### src/rtl/sbl_pkg.sv
package sbl_pkg;
    localparam int REG_W        = 5;
    localparam int ADDR_W       = 16;
    localparam int DATA_W       = 8;
    localparam int GUARD_CYCLES = 2;

    typedef logic [REG_W-1:0] cfg_t;

    localparam cfg_t SHIFT_IDLE    = cfg_t'(1) << (REG_W - 1);
    localparam cfg_t MODE_BITS     = 5'b01100;
    localparam cfg_t CTRL_DEFAULT  = 5'b01100;
    localparam cfg_t PRG_DEFAULT   = 5'b10000;

    typedef enum logic [1:0] {
        SEL_CTRL = 2'd0,
        SEL_CHR0 = 2'd1,
        SEL_CHR1 = 2'd2,
        SEL_PRG  = 2'd3
    } reg_sel_e;

    typedef struct packed {
        logic     load;
        logic     force_mode;
        reg_sel_e sel;
        cfg_t     value;
    } commit_t;

    function automatic cfg_t hard_default(input reg_sel_e s);
        case (s)
            SEL_CTRL: return CTRL_DEFAULT;
            SEL_PRG:  return PRG_DEFAULT;
            default:  return '0;
        endcase
    endfunction

    function automatic logic soft_resets(input reg_sel_e s);
        return (s == SEL_CTRL) || (s == SEL_PRG);
    endfunction
endpackage

### src/rtl/sbl_guard.sv
module sbl_guard #(
    parameter int GUARD_CYCLES = sbl_pkg::GUARD_CYCLES
) (
    input  logic clk,
    input  logic hard_rst,
    input  logic arm,
    output logic busy
);
    localparam int CW = $clog2(GUARD_CYCLES + 1);

    logic [CW-1:0] cnt_q;

    always_ff @(posedge clk) begin
        if (hard_rst)
            cnt_q <= '0;
        else if (arm)
            cnt_q <= CW'(GUARD_CYCLES);
        else if (cnt_q != '0)
            cnt_q <= cnt_q - CW'(1);
    end

    assign busy = (cnt_q != '0);
endmodule

### src/rtl/sbl_shifter.sv
module sbl_shifter
    import sbl_pkg::*;
(
    input  logic clk,
    input  logic rst,
    input  logic shift_en,
    input  logic abort,
    input  logic bit_in,
    output logic last_bit,
    output cfg_t word
);
    cfg_t sr_q;

    always_ff @(posedge clk) begin
        if (rst || abort)
            sr_q <= SHIFT_IDLE;
        else if (shift_en)
            sr_q <= sr_q[0] ? SHIFT_IDLE : {bit_in, sr_q[REG_W-1:1]};
    end

    assign last_bit = sr_q[0];
    assign word     = {bit_in, sr_q[REG_W-1:1]};
endmodule

### src/rtl/sbl_regfile.sv
module sbl_regfile
    import sbl_pkg::*;
(
    input  logic     clk,
    input  logic     hard_rst,
    input  logic     soft_rst,
    input  commit_t  cmd,
    output cfg_t     ctrl_q,
    output cfg_t     chr0_q,
    output cfg_t     chr1_q,
    output cfg_t     prg_q,
    output logic     pulse_q,
    output reg_sel_e sel_q
);
    localparam int NREG = 4;

    cfg_t regs_q [NREG];

    for (genvar i = 0; i < NREG; i++) begin : g_reg
        localparam reg_sel_e IDX = reg_sel_e'(i);
        always_ff @(posedge clk) begin
            if (hard_rst)
                regs_q[i] <= hard_default(IDX);
            else if (soft_rst) begin
                if (soft_resets(IDX))
                    regs_q[i] <= hard_default(IDX);
            end else if (cmd.force_mode && IDX == SEL_CTRL)
                regs_q[i] <= regs_q[i] | MODE_BITS;
            else if (cmd.load && cmd.sel == IDX)
                regs_q[i] <= cmd.value;
        end
    end

    always_ff @(posedge clk) begin
        if (hard_rst || soft_rst) begin
            pulse_q <= 1'b0;
            sel_q   <= SEL_CTRL;
        end else begin
            pulse_q <= cmd.load || cmd.force_mode;
            sel_q   <= cmd.force_mode ? SEL_CTRL : cmd.sel;
        end
    end

    assign ctrl_q = regs_q[SEL_CTRL];
    assign chr0_q = regs_q[SEL_CHR0];
    assign chr1_q = regs_q[SEL_CHR1];
    assign prg_q  = regs_q[SEL_PRG];
endmodule

### src/rtl/serial_bank_loader.sv
module serial_bank_loader
    import sbl_pkg::*;
#(
    parameter int ADDR_W       = sbl_pkg::ADDR_W,
    parameter int DATA_W       = sbl_pkg::DATA_W,
    parameter int GUARD_CYCLES = sbl_pkg::GUARD_CYCLES
) (
    input  logic              clk,
    input  logic              hard_rst,
    input  logic              soft_rst,
    input  logic              wr_en,
    input  logic [ADDR_W-1:0] addr,
    input  logic [DATA_W-1:0] data,
    output logic [4:0]        ctrl_q,
    output logic [4:0]        chr0_q,
    output logic [4:0]        chr1_q,
    output logic [4:0]        prg_q,
    output logic              commit_pulse,
    output logic [1:0]        commit_sel
);
    logic     busy;
    logic     wr_ok;
    logic     do_shift;
    logic     do_abort;
    logic     last_bit;
    cfg_t     word;
    commit_t  cmd;
    reg_sel_e sel_q;
    logic     unused_bits;

    assign wr_ok    = wr_en && addr[ADDR_W-1] && !busy && !hard_rst && !soft_rst;
    assign do_abort = wr_ok && data[DATA_W-1];
    assign do_shift = wr_ok && !data[DATA_W-1];

    sbl_guard #(.GUARD_CYCLES(GUARD_CYCLES)) u_guard (
        .clk      (clk),
        .hard_rst (hard_rst),
        .arm      (wr_ok),
        .busy     (busy)
    );

    sbl_shifter u_shift (
        .clk      (clk),
        .rst      (hard_rst || soft_rst),
        .shift_en (do_shift),
        .abort    (do_abort),
        .bit_in   (data[0]),
        .last_bit (last_bit),
        .word     (word)
    );

    always_comb begin
        cmd.load       = do_shift && last_bit;
        cmd.force_mode = do_abort;
        cmd.sel        = reg_sel_e'(addr[ADDR_W-2 -: 2]);
        cmd.value      = word;
    end

    sbl_regfile u_regs (
        .clk      (clk),
        .hard_rst (hard_rst),
        .soft_rst (soft_rst),
        .cmd      (cmd),
        .ctrl_q   (ctrl_q),
        .chr0_q   (chr0_q),
        .chr1_q   (chr1_q),
        .prg_q    (prg_q),
        .pulse_q  (commit_pulse),
        .sel_q    (sel_q)
    );

    assign commit_sel  = sel_q;
    assign unused_bits = ^{addr[ADDR_W-4:0], data[DATA_W-2:1]};
endmodule

### config.mk
export PLATFORM = sky130hd
export DESIGN_NAME = serial_bank_loader
export DESIGN_NICKNAME = d
export VERILOG_FILES = /design/src/rtl/sbl_pkg.sv /design/src/rtl/sbl_guard.sv /design/src/rtl/sbl_shifter.sv /design/src/rtl/sbl_regfile.sv /design/src/rtl/serial_bank_loader.sv
export SDC_FILE = /design/constraint.sdc
export NUM_CORES = 1
export LEC_CHECK = 0
export ABC_AREA = 1
export BUFFER_PORTS_ARGS = -buffer_cell sky130_fd_sc_hd__buf_2
export CELL_PAD_IN_SITES_DETAIL_PLACEMENT = 1
export CELL_PAD_IN_SITES_GLOBAL_PLACEMENT = 2
export CORE_MARGIN = 10
export CORE_UTILIZATION = 28
export DETAILED_ROUTE_END_ITERATION = 6
export GPL_TIMING_DRIVEN = 0
export PLACE_DENSITY_LB_ADDON = 0.05
export REMOVE_ABC_BUFFERS = 1
export SETUP_SLACK_MARGIN = 0.3
export SLEW_MARGIN = 10
export SYNTH_ARGS = -nofsm -noshare
export SYNTH_HDL_FRONTEND = slang
export SYNTH_SLANG_ARGS = --single-unit
export TNS_END_PERCENT = 50
### constraint.sdc
create_clock -name clk -period 1.7 [get_ports clk]
set_clock_uncertainty 0.05 [all_clocks]
set_input_delay 0.34 -clock clk [delete_from_list [all_inputs] [get_ports clk]]
set_output_delay 0.34 -clock clk [all_outputs]
set_load 0.01 [all_outputs]
== Word level (Yosys, flattened, before mapping) ==
Memory sizes are Yosys's and may differ from the RTL's.
Cells that the tools add are included.
Operators by class
  multiply operators: 0
  eq/ne operators: 4
  bitwise gates (word level): 11
  div/mod/pow operators: 0
  reductions and logical operators: 24
  add/sub/neg operators: 1
  shift-type cells: 0
  magnitude comparators: 0
  mux-type cells: 40
Operators with widths (number)
  5-bit 2-to-1 mux: 6
  1-bit 2-to-1 mux: 28
  2-bit 2-to-1 mux: 6
  1-bit logical AND: 11
  1-bit bitwise OR: 11
  2-bit equality test (second input constant): 2
  1-bit zero test: 4
  2-bit nonzero test: 2
  2-bit OR reduction: 2
  1-bit logical OR: 3
  2-bit by 1-bit equality test with 1-bit output (second input constant): 1
  2-bit zero test: 1
  2-bit AND reduction: 1
  2-bit by 1-bit subtractor with 2-bit output (second input constant): 1
  0-bit != test: 1
Word-level totals
  bits in latches: 0
  bits in writable memories: 20
  bits in read-only memories: 0
  bits of input ports: 28
  memories kept: 1
  bits in registers: 10
Memories
  u_regs.regs_q: words 4, width 5, read ports 4, clocked after Yosys merged registers in 0, write ports 4, RTL line sbl_regfile.sv:17  | cfg_t regs_q [NREG];

== Logic depth before layout (Yosys ltp) ==
Gate-level depths: netlist of run 1.
  depth in word-level cells: 14
  gate-level depth with buffers: 7
  depth with buffers taken out: 7

== By module ==
From an unflattened synthesis of run 1, not the netlist that was laid out.
Second synthesis, totals
  cells, all modules: 130
  area total of the unflattened synthesis: 1265.0 µm²
Modules (own cells, without submodules)
  sbl_regfile: instances 1, sequential area each 660.6 µm², area each 933.4 µm², cells each 81
  sbl_shifter: instances 1, sequential area each 100.1 µm², area each 191.4 µm², cells each 25
  sbl_guard: instances 1, sequential area each 40.0 µm², area each 81.3 µm², cells each 12
  serial_bank_loader: instances 1, sequential area each 0.0 µm², area each 58.8 µm², cells each 12

== Worst setup path before layout of run 1 ==
OpenSTA, ideal clock, no wires.
  path type: input to register
  start: input port addr[13]
  end: memory u_regs.regs_q[0][0] (netlist name) (enable)
  setup time: 0.327 ns
  setup slack: 0.246 ns
  required time: 1.323 ns
  stages: 5
  arrival time: 1.076 ns
  cells stage by stage: inv_1 nand2_1 nor2_2 nand4_1 a21oi_1
RTL lines
  from (decl): RTL line serial_bank_loader.sv:12  | input logic [ADDR_W-1:0] addr,
  to (decl): RTL line sbl_regfile.sv:17

==> results of run 1 <==
[logic make-up (layout without fill, tap and decap cells)]
| family | Yosys count | count (layout) |
|---|---|---|
| simple gates | 62 | 62 |
| flops | 30 | 30 |
| buf+inv | 15 | 67 |
| compound gates | 8 | 8 |
[placed cells by master, fill, tap and decap left out, drive strengths merged]
| master | Yosys | routed |
|---|---|---|
| buf | 1 | 45 |
| nor2 | 32 | 32 |
| edfxtp | 20 | 20 |
| nand2 | 20 | 20 |
| inv | 14 | 13 |
| dfxtp | 10 | 10 |
| clkbuf | 0 | 6 |
| o21ai | 4 | 4 |
| a21oi | 4 | 4 |
| nand3 | 4 | 4 |
| nand4 | 4 | 4 |
| clkinv | 0 | 2 |
| clkinvlp | 0 | 1 |
| nor3 | 1 | 1 |
| nor3b | 1 | 1 |
[flip-flops by register name, indices dropped and copies added (netlist names)]
name	count
u_regs.sel_q	2
u_regs.pulse_q	1
u_regs.regs_q	20
u_shift.sr_q	5
u_guard.cnt_q	2
[layer usage]
layer	GRT usage [%]	vias to the layer above	part of all wire, %
met5	0	-	0
met2	14.9	29	48
met1	9.71	469	42
met3	4.22	5	8.4
li1	-	474	-
met4	4.86	0	1.6
[how the worst min path moves through the flow]
stage                     startpoint                to  slack, ps  cells after the start
global route                 data[0]   u_shift.sr_q[4]        260                      3
CTS                          data[0]   u_shift.sr_q[4]        240                      3
finish                       data[0]   u_shift.sr_q[4]        250                      3
detailed placement  u_guard.cnt_q[0]  u_guard.cnt_q[0]        410                      1
global placement    u_guard.cnt_q[0]  u_guard.cnt_q[0]        400                      1
floorplan                   hard_rst  u_guard.cnt_q[1]        360                      1
[timing repair]
action / CTS / global route
gates resized for setup: 15 / 14
endpoints found under the setup margin: 31 / 38
buffers inserted: 14 / 0
pin swaps: 12 / 10
[report_power, final]
part           leakage [nW]  switching, mW  total [mW]  internal (mW)
registers             0.286        0.00496       0.799          0.794
clock network        0.0450          0.264       0.547          0.283
logic                 0.421         0.0744       0.112         0.0376
[per-stage QoR]
step                area [um2]  TNS, ps  std cells  power [mW]
floorplan                 1250        0        114       0.867
global placement          1470    -1030        197       0.910
finish                    1760        0        219        1.46
detailed placement        1470    -1780        197       0.913
global route              1760        0        219        1.52
CTS                       1710        0        219        1.48
[final cells by class]
type | instances | area [um2] | share of cell area [%]
repair buffers | 45 | 272 | 15.4
clock inverters | 2 | 10.0 | 0.569
clock buffers | 6 | 72.6 | 4.13
inverters | 14 | 56.3 | 3.20
flip-flops and latches | 30 | 805 | 45.7
multi-input cells | 70 | 479 | 27.2
well taps | 52 | 65.1 | 3.70
[critical path: stages (launching register included)]
cell	delay, ps
dfxtp_2	330
nor2_4	130
nand2_2	80
nor2_4	110
nand4_1	170
a21oi_2	260
==> results.py, run 1 <==
metrics = {
    "run_status": {
        "status": "complete, no violations",
    },
    "yosys": {
        "synth-xor-area-share_pct": 0,
        "synth_cell_types": 19,
        "synth_edf_count": 20,
        "netlist_area_mm2": 0.00125,
        "yosys_warnings": 0,
        "ys_seq_area_share_pct": 64.0,
        "ys_seq_elements": 30,
        "async_flop_share_pct": 0,
        "synth_top_family_by_area": "simple AND/OR/NAND/NOR gates",
        "synth_area_leader_cell": "edfxtp_1",
        "synth_compound_area_share_pct": 3.20,
        "synth-main-ff-cell": "edfxtp_1",
        "avgSynthCellArea_um2": 10.9,
        "synthTopCellsByArea": "edfxtp_1 48%, dfxtp_1 16%, nor2_1 6.0%",
        "synthTopCellsByCount": "20 x edfxtp_1, 20 x nor2_1, 16 x nand2_1",
        "synth_simple_gate_area_share_pct": 28.2,
        "synthCells": 115,
        "synth_mux_area_share_pct": 0,
        "yosys.area.top_type_share_pct": 48.0,
        "synth_fa_ha_area_share_pct": 0,
    },
    "clock_tree": {
        "clock_sinks": 30,
        "clock_latency_ps": 280,
        "cts_tree": "yes",
        "clkTransAtPathRegs_ps": 70,
        "htreeDepth": 2,
        "root_buffer": "clkbuf_8",
        "cts_inserted_buffers": 5,
        "clk_path_buf_depth": 2,
        "hold_buffers": 0,
    },
    "sta": {
        "rsz0062_at_grt": "true",
        "worstMarginPinSlew_ps": 419,
        "min_period_ps": 1450,
        "hold_viol_final": 0,
        "relSlewSlack_pct": 72.0,
        "slew_viol_final": 0,
        "fin_crit_sh_pct": 85.1,
        "max_freq_mhz": 691,
        "setup_viol": 0,
        "finalWorstSetupSlack_ps": 253,
        "hold_slack_ps": 251,
    },
    "floorplanning": {
        "io_pins": 51,
        "core_mm2": 0.00435,
        "initial_utilization_pct": 28.7,
        "fp.dieW_um": 86.8,
        "num_rows": 24,
        "die-area_mm2": 0.00754,
        "fp.dieH_um": 86.8,
    },
    "worst_hold_path": {
        "min_path_type": "in2reg",
    },
    "place": {
        "dp_hpwl_um": 2390,
        "gp_congestion": 0.671,
        "port_buffers": 31,
        "dp_slack_ps": -174,
    },
    "job": {
        "maxCapViolCount": 0,
    },
    "critical_path": {
        "critPathArrivalTime_ps": 1370,
        "required_ps": 1620,
        "worstSetupEndpoint": "u_regs.regs_q[0][0]",
        "critPathLaunchType": "register",
        "r2r_start": "u_guard.cnt_q[0]",
        "end_kind": "register",
        "critical_path_class": "reg2reg",
        "cp_max_fo": 3,
        "crit_start": "u_guard.cnt_q[0]",
        "worstReg2RegEnd": "u_regs.regs_q[0][0]",
        "r2r_cells": 5,
        "rrSetupSlack_ps": 250,
    },
    "global_routing": {
        "grt_pass1_wl_um": 5240,
        "grt-ovfl-total": 0,
        "antenna_found_initial": 0,
        "grt_pass1_vias": 1058,
        "gr-usage-all-layers_pct": 9.19,
        "grt_max_degree": 11,
    },
    "final_layout": {
        "fill_cells": 514,
        "finalNetCount": 194,
        "drive_gt1_share_pct": 52.1,
        "diodes": 0,
        "utilization_pct": 40.4,
        "syn2layout_area_growth_pct": 40.6,
    },
    "drt": {
        "wl_um": 3290,
        "vias_per_cell": 4.46,
        "vias": 977,
        "wl_per_cell_um": 15.0,
        "drc": 0,
        "drtIter0Drc": 21,
        "ant_nets": 0,
        "first_pass_iters": 3,
    },
    "power_and_ir_drop": {
        "powerDensity_mw_per_mm2": 829,
        "p_leak_nw": 0.752,
        "ir_worst_vdd_mv": 0.357,
    },
}
(Power assumes the default switching activity.)
==> run 2: changes to the inputs <==
Settings changed: CORE_ASPECT_RATIO from default to 0.5.
==> run 2 against run 1 <==
Global-route usage is 0.089 points lower; maximum frequency grew 2.0%; die area increased by 2.2%; setup slack improved by 28 ps; clock power up 55%; largest cell class unchanged; highest routed layer unchanged.
==> results.py, run 2 (synthesis gave the netlist of run 1 again) <==
metrics = {
    "sta": {
        "setup_viol": 0,
        "max_freq_mhz": 705,
        "slew_viol_final": 0,
        "min_period_ps": 1420,
        "fin_crit_sh_pct": 83.5,
        "relSlewSlack_pct": 76.8,
        "finalWorstSetupSlack_ps": 281,
        "hold_viol_final": 0,
        "worstMarginPinSlew_ps": 346,
        "rsz0062_at_grt": "true",
    },
    "clock_tree": {
        "root_buffer": "clkbuf_8",
        "cts_tree": "yes",
        "htreeDepth": 2,
        "clkTransAtPathRegs_ps": 60,
        "clock_latency_ps": 280,
        "clk_path_buf_depth": 2,
        "cts_inserted_buffers": 5,
        "hold_buffers": 0,
        "clock_sinks": 30,
    },
    "power_and_ir_drop": {
        "powerDensity_mw_per_mm2": 970,
        "ir_worst_vdd_mv": 0.304,
        "intPower_mw": 1.41,
        "clkPwrFrac_pct": 48.2,
        "seqPwrFrac_pct": 45.3,
        "pwr-share-comb_pct": 6.5,
        "p_leak_nw": 0.792,
        "p_sw_mw": 0.350,
        "swShare_pct": 19.8,
    },
    "place": {
        "dp_slack_ps": -174,
        "dp_hpwl_um": 2360,
        "dp.cells": 202,
        "port_buffers": 31,
        "gp_congestion": 0.713,
    },
    "job": {
        "maxCapViolCount": 0,
    },
    "floorplanning": {
        "fp.dieH_um": 67.3,
        "core_mm2": 0.00436,
        "num_rows": 17,
        "die-area_mm2": 0.00770,
        "initial_utilization_pct": 28.7,
        "fp.dieW_um": 115,
        "io_pins": 51,
    },
    "critical_path": {
        "cp_max_fo": 5,
        "cp_slowest_cell": "dfxtp_2",
        "cpMostUsedCell": "nor2_4",
        "required_ps": 1650,
        "cpPeakStageDelay_ps": 330,
        "critPathArrivalTime_ps": 1370,
        "end_kind": "register",
        "path_cells": "nor2_4 -> nand3_4 -> nor2_4 -> nand4_4 -> nand2_4",
        "critical_path_class": "reg2reg",
        "critPathLaunchType": "register",
    },
    "final_layout": {
        "finalNetCount": 198,
        "final_cell_mix": "31 x buf_2, 20 x edfxtp_1, 18 x nor2_1, 16 x buf_4, 13 x nand2_1",
        "diodes": 0,
        "drive_gt1_share_pct": 50.3,
        "multi_input_area_um2": 447,
        "stdcell_count": 228,
        "seqCellArea_um2": 805,
        "largestRegisters": "u_regs.regs_q (20), u_shift.sr_q (5)",
        "regMostFlops": "u_regs.regs_q",
        "syn2layout_area_growth_pct": 45.3,
        "fill_cells": 495,
        "largest_register_ffs": 20,
        "layout_commonest_cell": "buf_2",
    },
    "global_routing": {
        "gr-usage-all-layers_pct": 9.10,
        "grt_pass1_vias": 1063,
        "grt_pass1_wl_um": 5350,
        "grt-ovfl-total": 0,
        "antenna_found_initial": 0,
        "grt_max_degree": 11,
    },
    "run_status": {
        "status": "complete, no violations",
    },
    "drt": {
        "vias": 972,
        "wl_per_cell_um": 14.5,
        "wl_um": 3310,
        "ant_nets": 0,
        "drtIter0Drc": 24,
        "first_pass_iters": 6,
        "vias_per_cell": 4.26,
        "drc": 0,
    },
    "worst_hold_path": {
        "min_path_type": "in2reg",
    },
}
run 2: cell types whose count changed in the layout (fill, tap and decap cells not counted), sizes merged:
cell	delta
clkbuf	-1
buf	+4
bufinv	+2
clkinv	-1
run 2: layout make-up:
type                    count  area share (%)
repair buffers             49            16.9
inverters                  14            3.10
clock inverters             3            3.51
flip-flops and latches     30            44.3
clock buffers               5            3.79
multi-input cells          70            24.6
well taps                  57            3.92
run 2: worst paths after layout:
path / startpoint / endpoint / slack (ps) / cells after the start
hold reg to reg: u_shift.sr_q[4] / u_shift.sr_q[4] / 430 / 2
setup reg to reg: u_guard.cnt_q[1] / u_regs.regs_q[2][3] / 280 / 5
setup / recovery: u_guard.cnt_q[1] / u_regs.regs_q[2][3] / 280 / 5
hold / removal: data[0] / u_shift.sr_q[4] / 250 / 3
run 2: timing repair:
action / in CTS / in global routing
buffers inserted: 15 / 3
pin swaps: 11 / 6
gates cloned: 0 / 0
resized for setup: 15 / 3
endpoints found under the setup margin: 25 / 35
run 2: power by group through the flow:
stage,clock (mW),combinational (mW),sequential (mW)
detailed placement,0,0.0970,0.815
floorplan,0,0.0407,0.826
global placement,0,0.0966,0.814
CTS,0.869,0.113,0.800
finish,0.850,0.114,0.800
global route,0.899,0.127,0.801
run 2: through the flow:
| step | instance area, um2 | setup TNS, ps | hold WS, ps | power [mW] | util, % |
|---|---|---|---|---|---|
| after global placement | 1470 | -1450 | 405 | 0.911 | 33.8 |
| after floorplan | 1250 | 0 | 359 | 0.867 | - |
| after CTS | 1780 | 0 | 250 | 1.78 | 40.9 |
| after detailed placement | 1470 | -1610 | 411 | 0.912 | 33.8 |
| after global routing | 1820 | 0 | 271 | 1.83 | 41.7 |
| final | 1820 | 0 | 251 | 1.76 | 41.7 |
run 2: layer usage:
layer | vias to the layer above | track usage [%] | share of wire, %
met1 | 455 | 10.3 | 44
met5 | - | 0 | 0
met3 | 5 | 4.60 | 8.8
met2 | 26 | 14.7 | 46
met4 | 0 | 3.26 | 1.2
li1 | 486 | - | -
run 2: worst max-delay path: cells and delay by family (launching register included):
family / cells / cell delay, ps
simple gates: 5 / 750
flops: 1 / 330
